File: src/rtl/rt_pkg.sv
package rt_pkg;
  localparam int BYTE_W   = 8;
  localparam int ADDR_W   = 2;
  localparam int FLAG_ADR = 2;
endpackage

File: src/rtl/rt_pin_sync.sv
module rt_pin_sync #(
  parameter int STAGES = 2
) (
  input  logic clk,
  input  logic rst,
  input  logic pin_async,
  output logic fall_pulse
);
  localparam int SH_W = STAGES + 1;
  logic [SH_W-1:0] sh_q;

  always_ff @(posedge clk) begin
    if (rst) sh_q <= '1;
    else     sh_q <= {sh_q[SH_W-2:0], pin_async};
  end

  // Falling edge of the synchronized pin: older sample high, newer low.
  assign fall_pulse = sh_q[SH_W-1] & ~sh_q[SH_W-2];

  // one detected edge is never followed at once by another
  a_r6_single_edge: assert property (@(posedge clk) disable iff (rst)
    fall_pulse |=> !fall_pulse);
endmodule

File: src/rtl/rt_prescaler.sv
module rt_prescaler #(
  parameter int DIV = 12
) (
  input  logic clk,
  input  logic rst,
  input  logic run,
  output logic tick
);
  localparam int PW = (DIV > 1) ? $clog2(DIV) : 1;
  localparam logic [PW-1:0] LAST = PW'(DIV - 1);
  logic [PW-1:0] pre_q;

  always_ff @(posedge clk) begin
    if (rst || !run)     pre_q <= '0;
    else if (pre_q == LAST) pre_q <= '0;
    else                 pre_q <= pre_q + 1'b1;
  end

  assign tick = run && (pre_q == LAST);

  // the prescaler restarts while stopped
  a_r5_restart: assert property (@(posedge clk) disable iff (rst)
    !run |=> pre_q == '0);
  // a tick is followed by a fresh division cycle
  a_r5_wrap: assert property (@(posedge clk) disable iff (rst)
    tick |=> !tick || (DIV == 1));
endmodule

File: src/rtl/rt_count_core.sv
module rt_count_core #(
  parameter int CNT_W  = 16,
  parameter int BYTE_W = 8
) (
  input  logic              clk,
  input  logic              rst,
  input  logic              run,
  input  logic              adv,
  input  logic [CNT_W/BYTE_W-1:0] wr_sel,
  input  logic [BYTE_W-1:0] wr_data,
  input  logic              flag_clr,
  output logic [CNT_W-1:0]  cnt_q,
  output logic              flag_q
);
  localparam int NB = CNT_W / BYTE_W;
  localparam logic [CNT_W-1:0] CMAX = '1;

  logic [CNT_W-1:0] rld_q;
  logic [CNT_W-1:0] cnt_nxt;
  logic             ovf;

  assign ovf = run && adv && (cnt_q == CMAX);

  always_comb begin
    cnt_nxt = cnt_q;
    if (run) begin
      if (adv) cnt_nxt = ovf ? rld_q : cnt_q + 1'b1;
    end else begin
      for (int b = 0; b < NB; b++)
        if (wr_sel[b]) cnt_nxt[b*BYTE_W +: BYTE_W] = wr_data;
    end
  end

  always_ff @(posedge clk) begin
    if (rst) cnt_q <= '0;
    else     cnt_q <= cnt_nxt;
  end

  // Reload bytes take every write, running or not.
  for (genvar g = 0; g < NB; g++) begin : g_lane
    always_ff @(posedge clk) begin
      if (rst)            rld_q[g*BYTE_W +: BYTE_W] <= '0;
      else if (wr_sel[g]) rld_q[g*BYTE_W +: BYTE_W] <= wr_data;
    end
  end

  always_ff @(posedge clk) begin
    if (rst)           flag_q <= 1'b0;
    else if (ovf)      flag_q <= 1'b1;
    else if (flag_clr) flag_q <= 1'b0;
  end

  // a stopped counter with no write holds its value
  a_r9_hold: assert property (@(posedge clk) disable iff (rst)
    (!run && wr_sel == '0) |=> $stable(cnt_q));
  // no flag can rise while stopped
  a_r9_no_overflow: assert property (@(posedge clk) disable iff (rst)
    !run |=> !$rose(flag_q));
  // a running write without an advance leaves the live count alone
  a_r2_live_kept: assert property (@(posedge clk) disable iff (rst)
    (run && !adv && wr_sel != '0) |=> $stable(cnt_q));
  // overflow reloads and raises the flag in one step
  a_r7_reload: assert property (@(posedge clk) disable iff (rst)
    (run && adv && cnt_q == CMAX) |=> (cnt_q == $past(rld_q)) && flag_q);
  // overflow wins over a simultaneous clear
  a_r8_ovf_wins: assert property (@(posedge clk) disable iff (rst)
    (ovf && flag_clr) |=> flag_q);
endmodule

File: src/rtl/reload_timer16.sv
module reload_timer16
  import rt_pkg::*;
#(
  parameter int CNT_W     = 16,
  parameter int PRESCALE  = 12,
  parameter int SYNC_STG  = 2
) (
  input  logic              clk,
  input  logic              rst,
  input  logic              run_en,
  input  logic              ext_mode,
  input  logic              fast_mode,
  input  logic              ext_pin,
  input  logic              bus_wr,
  input  logic [ADDR_W-1:0] bus_addr,
  input  logic [BYTE_W-1:0] bus_wdata,
  output logic [BYTE_W-1:0] bus_rdata,
  output logic              irq
);
  localparam int NB = CNT_W / BYTE_W;

  logic              pre_tick;
  logic              pin_fall;
  logic              adv;
  logic [NB-1:0]     wr_sel;
  logic              flag_clr;
  logic [CNT_W-1:0]  cnt;
  logic              flag;

  rt_prescaler #(.DIV(PRESCALE)) u_pre (
    .clk(clk), .rst(rst), .run(run_en && !ext_mode), .tick(pre_tick)
  );

  rt_pin_sync #(.STAGES(SYNC_STG)) u_sync (
    .clk(clk), .rst(rst), .pin_async(ext_pin), .fall_pulse(pin_fall)
  );

  always_comb begin
    if (ext_mode)       adv = pin_fall;
    else if (fast_mode) adv = 1'b1;
    else                adv = pre_tick;
  end

  for (genvar g = 0; g < NB; g++) begin : g_sel
    assign wr_sel[g] = bus_wr && (bus_addr == ADDR_W'(g));
  end

  assign flag_clr = bus_wr && (bus_addr == ADDR_W'(FLAG_ADR)) && !bus_wdata[0];

  rt_count_core #(.CNT_W(CNT_W), .BYTE_W(BYTE_W)) u_core (
    .clk(clk), .rst(rst), .run(run_en), .adv(adv), .wr_sel(wr_sel),
    .wr_data(bus_wdata), .flag_clr(flag_clr), .cnt_q(cnt), .flag_q(flag)
  );

  logic [BYTE_W-1:0] rd_nxt;
  always_comb begin
    rd_nxt = '0;
    for (int b = 0; b < NB; b++)
      if (bus_addr == ADDR_W'(b)) rd_nxt = cnt[b*BYTE_W +: BYTE_W];
    if (bus_addr == ADDR_W'(FLAG_ADR)) rd_nxt = {{(BYTE_W-1){1'b0}}, flag};
  end

  always_ff @(posedge clk) begin
    if (rst) bus_rdata <= '0;
    else     bus_rdata <= rd_nxt;
  end

  assign irq = flag;

  // read data follows the live low byte of the previous cycle
  a_r3_live_read: assert property (@(posedge clk) disable iff (rst)
    (bus_addr == '0) |=> bus_rdata == $past(cnt[BYTE_W-1:0]));
  // fast timing mode advances every cycle below the top value
  a_r4_fast_step: assert property (@(posedge clk) disable iff (rst)
    (run_en && !ext_mode && fast_mode && cnt != '1) |=> cnt == $past(cnt) + 1'b1);
endmodule

File: config.mk
export PLATFORM = sky130hd
export DESIGN_NAME = reload_timer16
export DESIGN_NICKNAME = d
export VERILOG_FILES = /design/src/rtl/rt_pkg.sv /design/src/rtl/rt_pin_sync.sv /design/src/rtl/rt_prescaler.sv /design/src/rtl/rt_count_core.sv /design/src/rtl/reload_timer16.sv
export SDC_FILE = /design/constraint.sdc
export NUM_CORES = 1
export LEC_CHECK = 0
export BUFFER_PORTS_ARGS = -buffer_cell sky130_fd_sc_hd__buf_4
export CAP_MARGIN = 20
export CORE_MARGIN = 2
export CORE_UTILIZATION = 30
export DETAILED_ROUTE_END_ITERATION = 10
export GPL_TIMING_DRIVEN = 0
export SLEW_MARGIN = 0
export SYNTH_ARGS = -nofsm -noshare
export SYNTH_HDL_FRONTEND = slang
export SYNTH_SLANG_ARGS = --single-unit
File: constraint.sdc
create_clock -name clk -period 2.6 [get_ports clk]
set_input_delay 0.52 -clock clk [delete_from_list [all_inputs] [get_ports clk]]
set_output_delay 0.52 -clock clk [all_outputs]
set_load 0.01 [all_outputs]
== After elaboration in Yosys (flattened, before gate mapping) ==
Cells that the tools add are included.

* Register bits: 48
* Latch bits: 0
* Bits in writable memories: 0
* Memory bits (read-only): 0
* Input port bits: 17
* Output and inout port bits: 9
* Logic and storage cells: 50
* Memories: 0

* Add/subtract/negate cells: 2
* Multipliers: 0
* Div/mod/pow operators: 0
* Order comparisons: 0
* Equality and inequality tests: 5
* Shifts and indexed selects: 0
* Muxes and demuxes: 12
* Bitwise logic cells: 2
* Reduce and logical (&&, ||, !) cells: 20

{| class="wikitable"
|+ Operator list
! cell !! count
|-
| $mux W16 || 3
|-
| $mux W8 || 4
|-
| $add A16 B1 Y16 const B || 1
|-
| $eq A16 B16 Y1 const B || 1
|-
| $logic_and A1 B1 Y1 || 8
|-
| $reduce_bool A2 Y1 || 3
|-
| $mux W1 || 5
|-
| $add A4 B1 Y4 const B || 1
|-
| $eq A4 B4 Y1 const B || 1
|-
| $reduce_and A2 Y1 || 2
|-
| $reduce_or A2 Y1 || 2
|-
| $logic_not A1 Y1 || 3
|-
| $eq A2 B1 Y1 const B || 1
|-
| $eq A2 B2 Y1 const B || 1
|-
| $logic_not A2 Y1 || 1
|-
| $ne A2 B1 Y1 const B || 1
|-
| $and A1 B1 Y1 || 1
|-
| $logic_or A1 B1 Y1 || 1
|-
| $not A1 Y1 || 1
|}

== Longest topological paths before layout ==
Gate-level depths: netlist (run 1).

* Word-level depth: 10
* Gate-level depth with buffers: 8
* Mapped depth without buffers: 6

== By module ==
From an unflattened synthesis (run 1), not the netlist that was laid out.

* Cells, all modules: 286
* Area, all modules: 2,506.2 um^2

{| class="wikitable"
|+ Modules (own cells, without submodules)
! module !! instances !! cells an instance !! area an instance (um^2) !! sequential area each (um^2)
|-
| rt_count_core || 1 || 226 || 1,895.6 || 660.6
|-
| reload_timer16 || 1 || 36 || 357.8 || 160.2
|-
| rt_prescaler || 1 || 17 || 167.7 || 80.1
|-
| rt_pin_sync || 1 || 7 || 85.1 || 60.1
|}

== Worst setup path after synthesis (run 1) ==
No wires, ideal clock.

* Path type: flip-flop to flip-flop
* Start point: reg u_core.cnt_q[0]
* End point: reg u_core.cnt_q[7]
* Library setup time: 118 ps
* Arrival time: 1,853 ps
* Required time: 2,482 ps
* Slack: 629 ps
* Cell stages (with the launch flop): 8
* Buffers on the path: 1
* Clock period less this slack: 1,971 ps
* Cells stage by stage: dfxtp_1 ha_1 nand3_2 or4_4 or2_1 buf_6 a22oi_2 o21ai_1

* Cells in the longest elaborated chain, start to end: 5
* Elaborated cells on any way between the ends: 6
* Those cells by class: add/sub: 1; eq/ne: 1; mux: 3; reduce/logical: 1

{| class="wikitable"
|+ RTL lines
! element !! line !! source
|-
| start, declared || rt_count_core.sv:12 || <nowiki>output logic [CNT_W-1:0] cnt_q,</nowiki>
|-
| start signal, assigned || rt_count_core.sv:36 || <nowiki>else cnt_q <= cnt_nxt;</nowiki>
|-
| branches (longest 2 deep; another with $add A16 B1 Y16) || n/a ||
|-
| $mux W16 (*) (2 in series) || rt_count_core.sv:27 || <nowiki>if (adv) cnt_nxt = ovf ? rld_q : cnt_q + 1'b1;</nowiki>
|-
| $mux W16 (*) || rt_count_core.sv:26 || <nowiki>if (run) begin</nowiki>
|}

Mark *: on every way between the ends. The select of a mux whose other input is x is not followed.
A chain may end at the register's enable or synchronous reset.

== Worst setup path after layout (run 1) ==
* Start point: reg u_pre.pre_q[0]
* End point: reg u_core.cnt_q[3]

* Cells in the longest elaborated chain, start to end: 9
* Elaborated cells on any way between the ends: 11
* Those cells by class: eq/ne: 2; mux: 5; reduce/logical: 4

{| class="wikitable"
|+ RTL lines
! element !! line !! source
|-
| start, declared || rt_prescaler.sv:11 || <nowiki>logic [PW-1:0] pre_q;</nowiki>
|-
| start signal, assigned || rt_prescaler.sv:16 || <nowiki>else pre_q <= pre_q + 1'b1;</nowiki>
|-
| $eq A4 B4 Y1 (*) || rt_prescaler.sv:19 || <nowiki>assign tick = run && (pre_q == LAST);</nowiki>
|-
| $logic_and A1 B1 Y1 (*) || rt_prescaler.sv:19 ||
|-
| $mux W1 (*) || reload_timer16.sv:40 || <nowiki>else if (fast_mode) adv = 1'b1;</nowiki>
|-
| $mux W1 (*) || reload_timer16.sv:39 || <nowiki>if (ext_mode) adv = pin_fall;</nowiki>
|-
| $logic_and A1 B1 Y1 (2 in series) || rt_count_core.sv:22 || <nowiki>assign ovf = run && adv && (cnt_q == CMAX);</nowiki>
|-
| $mux W16 (2 in series) || rt_count_core.sv:27 ||
|-
| $mux W16 || rt_count_core.sv:26 ||
|}

Every way passes the cells marked *; elsewhere a longest branch is shown, timed or not. The select of a mux whose other input is x is not followed.

==> summary.md, run 1 <==
| Metric | Value |
|---|---|
| Clk buf depth | `2` |
| Die Wd | `91.9 µm` |
| Final Critical Period | `2.28 ns` |
| Share of the synthesized area in the top cell type | `41.5%` |
| Endpoints failing setup | `0` |
| Total CTS buffers | `5` |
| Routed Wire Length | `6.01 mm` |
| Post-synth net total | `roughly 280` |
| FF-to-FF End | `u_core.cnt_q[3]` |
| Synth Area per Inst | `8.81 µm²` |
| Worst Path Max Fanout | `8` |
| CTS tree | `built` |
| Primary FF master, synth | `dfxtp_1` |
| WHS Endpoint | `u_sync.sh_q[0]` |
| Pwr dens | `554 mW/mm²` |
| Worst Path Required | `2.82 ns` |
| Global Route Usage Sum | `14.9%` |
| Port bufs | `23` |
| First-pass GRT wire length | `9.92 mm` |
| Vias in the first global route | `1946` |
| Pre-CTS setup slack | `around 0.21 ns` |
| Core Util, Final | `35.8%` |
| Initial antenna violation count | `0` |
| Row count | `32` |
| Asr flop ratio synth | `0%` |
| Die area | `0.00844 mm²` |
| Worst Hold Class | `input port to flop` |
| Crit path capture type | `flop` |
| Worst Skew | `between 0.009 and 0.01 ns` |
| WL/cell | `between 15 and 20 µm` |
| Area leader, netlist | `dfxtp_1` |
| Core footprint | `roughly 0.0076 mm²` |
| Fin. max-slew vios | `0` |
| Synth Instances | `~260` |
| # hold bufs at CTS | `0` |
| Overall Power | `1.51 mW` |
| Static Leak | `1.05 nW` |
| Post-DP HPWL | `4.31 mm` |
| Initial Util | `30.5%` |
| R2r startpoint | `u_pre.pre_q[0]` |
| PostCTS Resize Cnt | `0` |
| Crit path DAT | `approximately 2.5 ns` |
| Post-synth EDFFs | `0` |
| Crit path kind | `flop to flop` |
| # DRC | `0` |
| Largest net degree at the start of global routing | `15` |
| DR pass1 iterations | `5` |
| Synthesized area | `about 0.0023 mm²` |
| Clk slew on worst S/H paths | `0.09 ns` |
| Most common cell after layout, fill and taps aside | `nor2_1` |
| RSZ-0062 raised after global routing | `no` |
| R2r setup slk | `about 0.32 ns` |
| Count of unique library cells instantiated by Yosys | `52` |
| Hold path depth | `2` |
| Layout filler cell count | `812` |
| HP Start | `ext_pin` |
| Via count | `2053` |
| GRT overflow | `0` |
| Ant. Diodes | `0` |
| Die H | `approximately 92 µm` |
| IO Count | `26` |
| Post-CTS Repair Setup Buffers | `0` |
| Slew Limit Headroom | `about a quarter` |
| Final Wtd Congestion | `slightly below 0.9` |
| Actual slew at the worst max-slew pin | `1.13 ns` |
| Final worst setup slack | `0.316 ns` |
| Synth Warn # | `0` |
| Root Driver | `clkbuf_8` |
| DR vias/cell | `5.18` |
| Final Hold Viols | `0` |
| Worst IR Drop VDD | `276 µV` |
| Top cells by area, synth | `dfxtp_1 (41%), mux2i_1 (11%), nor2_1 (8.1%)` |
| Initial DRC count | `220` |
| Layout cells sized above 1 | `roughly 17%` |
| Reg2Reg Depth | `5` |
| Sequential-to-total area share from yosys stat | `41.5%` |
| Max Cap Viol | `0` |
| Syn-to-layout area delta | `17.6%` |
| Yosys reg bits | `48` |
| TNS Setup | `0 ns` |
| CTS H-tree depth | `2` |
| Clk Latency, worst-skew pair | `0.30 ns` |
| Post-route ant nets | `0` |
| Commonest cells after routing, fill and taps aside | `nor2_1 (50), dfxtp_1 (48), mux2i_1 (25), buf_4 (24), nand2_1 (14)` |
| CTS Sinks | `48` |
| Outcome | `completed` |
| Fin nets | `312` |
| CP startpoint kind | `flop` |
| Fmax | `~440 MHz` |
| Fin crit share | `87.8%` |
-- power by group --
part	switching [mW]	internal [mW]
combinational	0.0986	0.0765
clock	0.243	0.286
sequential	0.0387	0.767
total	0.381	1.13
-- metal layers --
metal	wire, µm	track usage [%]	vias up
met5	0	0	-
met4	80	4.23	0
met3	395	2.88	11
met2	2740	23.8	81
met1	2800	20.5	955
li1	-	-	1006
-- cell type report --
cell class                 count  area, µm²  area share, %
multi-input combinational    195       1260           46.4
clock buffer                   6       72.6           2.66
inverter                       5       18.8          0.689
tap                          102        128           4.68
timing repair buffer          23        173           6.34
buffer                        15       72.6           2.66
sequential                    48        961           35.3
clock inverter                 2       35.0           1.29
-- Yosys cell counts (2+ instances only) --
master / number
nor2_1: 50
dfxtp_1: 48
mux2i_1: 25
nand2_1: 14
a21oi_1: 11
nand3_1: 11
clkbuf_1: 8
o32ai_1: 6
xor2_1: 6
nand4_1: 5
nor4_1: 5
o21ai_0: 5
xnor2_1: 5
buf_2: 4
inv_1: 4
nand2b_1: 4
o21ai_1: 4
o221ai_1: 4
or2_2: 4
a211oi_1: 2
a221o_1: 2
a31oi_1: 2
ha_1: 2
nand3b_1: 2
nor3_1: 2
o211ai_1: 2
-- registers in the layout (all words and copies together), names as in the netlist --
| name | flops |
|---|---|
| u_pre.pre_q | 4 |
| u_core.flag_q | 1 |
| bus_rdata | 8 |
| u_core.cnt_q | 16 |
| u_core.rld_q | 16 |
| u_sync.sh_q | 3 |
-- stage by stage --
stage	hold slack [ns]	cells	instance area (µm²)
after global placement	0.398	388	2620
after CTS	0.398	396	2730
after global routing	0.397	396	2730
final	0.399	396	2730
after detailed placement	0.394	388	2620
after floorplan	0.389	263	2320
-- how the worst max path moves through the flow --
stage / from / endpoint / slack, ns / depth (start not counted)
2_1_floorplan: u_core.cnt_q[0] / u_core.cnt_q[7] / 0.63 / 7
3_3_place_gp: run_en / u_core.cnt_q[3] / 0.17 / 5
3_5_place_dp: run_en / u_core.cnt_q[3] / 0.21 / 5
4_1_cts: u_pre.pre_q[0] / u_core.cnt_q[3] / 0.35 / 5
5_1_grt: u_pre.pre_q[0] / u_core.cnt_q[3] / 0.10 / 5
6_report: u_pre.pre_q[0] / u_core.cnt_q[3] / 0.32 / 5
-- worst max-delay path: stages (launching register included) --
cell and delay [ns]:
dfxtp_1 0.36, ha_1 0.19, nand3b_1 0.14, a221oi_1 0.97, nand4_1 0.24, a311oi_1 0.30
-- cells by family (layout without fill, tap and decap cells) --
kind of cell,Yosys count,count (layout),synth area share [%]
compound gates,49,49,14.8
xor+xnor,11,11,4.16
fa+ha+maj,2,2,1.08
buf+inv,20,51,3.94
flops,48,48,41.5
mux,26,26,11.3
simple gates,107,107,23.2
Note: power is estimated with default switching activity, not from simulation.
==> run 2, diff against run 1 <==
--- a/config.mk
+++ b/config.mk
@@ -11,6 +11,7 @@
 export CORE_UTILIZATION = 30
 export DETAILED_ROUTE_END_ITERATION = 10
 export GPL_TIMING_DRIVEN = 0
+export REMOVE_ABC_BUFFERS = 1
 export SLEW_MARGIN = 0
 export SYNTH_ARGS = -nofsm -noshare
 export SYNTH_HDL_FRONTEND = slang
==> summary.md, run 2 (synthesis gave the netlist of run 1 again) <==
| Metric | Value |
|---|---|
| Initial DRC count | `200` |
| Port bufs | `25` |
| Max Cap Viol | `0` |
| CP max-delay cell | `or4_4` |
| Biggest regs | `u_core.cnt_q: 16 flops, u_core.rld_q: 16 flops, bus_rdata: 8 flops` |
| HP Start | `ext_pin` |
| Crit path DAT | `2.58 ns` |
| Core Util, Final | `a little over a third` |
| IO Count | `26` |
| Post-route ant nets | `0` |
| Hold path depth | `2` |
| Fin area | `0.00270 mm²` |
| Initial Util | `30.5%` |
| Static Leak | `1.04 nW` |
| R2r startpoint | `u_core.cnt_q[0]` |
| Placement Cell Area | `0.00258 mm²` |
| Crit path kind | `flop to flop` |
| Worst path cell trace | `ha_1, nand3_2, or4_4, nor2_4, nand4_1, a311oi_1` |
| DR pass1 iterations | `4` |
| Die Wd | `91.9 µm` |
| CTS tree | `built` |
| Most common cell after layout, fill and taps aside | `nor2_1` |
| Total CTS buffers | `5` |
| Die H | `91.9 µm` |
| CP startpoint kind | `flop` |
| Crit path capture type | `flop` |
| CTS Sinks | `48` |
| Worst Skew | `0.00863 ns` |
| Pwr dens | `579 mW/mm²` |
| R2r setup slk | `0.23 ns` |
| Fmax | `421 MHz` |
| RSZ-0062 raised after global routing | `no` |
| Post-DP HPWL | `4.19 mm` |
| DR vias/cell | `5.23` |
| Final Wtd Congestion | `0.863` |
| Global Route Usage Sum | `15.1%` |
| Largest net degree at the start of global routing | `35` |
| Layout cells sized above 1 | `around 17%` |
| Vias in the first global route | `just under 2000` |
| Fin nets | `300` |
| Fin crit share | `91.3%` |
| Worst Path Required | `2.81 ns` |
| Root Driver | `clkbuf_8` |
| GRT overflow | `0` |
| WHS Endpoint | `u_sync.sh_q[0]` |
| Routed Wire Length | `just under 6 mm` |
| Endpoints failing setup | `0` |
| Core footprint | `between 0.007 and 0.008 mm²` |
| Actual slew at the worst max-slew pin | `approximately 1.1 ns` |
| WL/cell | `15.2 µm` |
| Max incr delay on CP | `0.63 ns` |
| Worst Hold Class | `input port to flop` |
| Row count | `32` |
| CTS H-tree depth | `2` |
| Via count | `2008` |
| Initial antenna violation count | `0` |
| Syn-to-layout area delta | `16.6%` |
| Layout filler cell count | `~810` |
| Die area | `0.00844 mm²` |
| Outcome | `completed` |
| FF-to-FF End | `u_core.cnt_q[3]` |
| First-pass GRT wire length | `10.1 mm` |
| Clk Latency, worst-skew pair | `0.31 ns` |
| Final Hold Viols | `0` |
| Fin. max-slew vios | `0` |
| Final Critical Period | `2.37 ns` |
| Worst IR Drop VDD | `around 230 µV` |
| Slew Limit Headroom | `between 20% and 30%` |
| Ant. Diodes | `0` |
| Clk buf depth | `2` |
| # DRC | `0` |
| Commonest cells after routing, fill and taps aside | `nor2_1 (50), dfxtp_1 (48), mux2i_1 (25), buf_4 (25), nand2_1 (14)` |
| Clk slew on worst S/H paths | `0.09 ns` |
| Worst Path Max Fanout | `12` |
| Overall Power | `roughly 1.6 mW` |
| # hold bufs at CTS | `0` |
| Reg2Reg Depth | `6` |
-- run 2: cell types whose count changed in the layout (fill, tap and decap cells not counted), sizes merged --
cell,delta
clkinv,-1
clkbuf,-7
buf,-4
-- run 2: layout make-up --
type | instances | area, µm² | share of cell area [%]
Inverter | 5 | 18.8 | 0.694
Clock inverter | 1 | 30.0 | 1.11
Sequential cell | 48 | 961 | 35.6
Tap cell | 102 | 128 | 4.72
Clock buffer | 7 | 96.3 | 3.56
Timing Repair Buffer | 26 | 199 | 7.36
Multi-Input combinational cell | 195 | 1270 | 47.0
-- run 2: through the flow --
stage	hold WS, ns	setup slack [ns]	TNS (ns)	std cells
after floorplan	0.389	0.0488	0	248
after global placement	0.393	-1.05	-8.99	375
after detailed placement	0.395	0.0902	0	376
after CTS	0.384	0.162	0	384
after global routing	0.391	0.0183	0	384
final	0.388	0.227	0	384
-- run 2: what timing repair did --
| action | in CTS | in global routing |
|---|---|---|
| endpoints found under the setup margin | 0 | 1 |
| resized for setup | 0 | 0 |
| setup buffers | 0 | 0 |
-- run 2: worst max-delay path by stage --
stage | start | end | slack, ns | depth (start not counted)
after detailed placement | bus_addr[0] | u_core.cnt_q[2] | 0.09 | 7
after global placement | bus_addr[0] | u_core.cnt_q[2] | -1.05 | 6
after floorplan | bus_addr[0] | u_core.cnt_q[2] | 0.05 | 5
final | u_core.cnt_q[0] | u_core.cnt_q[3] | 0.23 | 6
after CTS | u_core.cnt_q[0] | u_core.cnt_q[3] | 0.16 | 6
after global routing | u_core.cnt_q[0] | u_core.cnt_q[3] | 0.02 | 6
-- run 2: worst max-delay path, delay by kind of cell (launching register included) --
kind | cells | cell delay (ns)
AND/OR/NAND/NOR | 4 | 1.22
flip-flops | 1 | 0.49
AO/OA/AOI/OAI | 1 | 0.31
adder cells (fa/ha/maj) | 1 | 0.26
-- run 2: report_power, final --
group	switching [mW]	leakage [nW]	internal [mW]	total, mW
registers	0.0406	0.391	0.767	0.808
logic	0.0939	0.583	0.0754	0.169
clock network	0.249	0.0645	0.339	0.588
total	0.383	1.04	1.18	1.57
-- run 2: metal layers --
layer  vias up  GRT usage (%)  part of all wire (%)
li1        985              -                     -
met2        48           23.6                    45
met5         -              0                     0
met4         0           5.97                   1.7
met3         9           3.29                   5.0
met1       966           20.3                    48
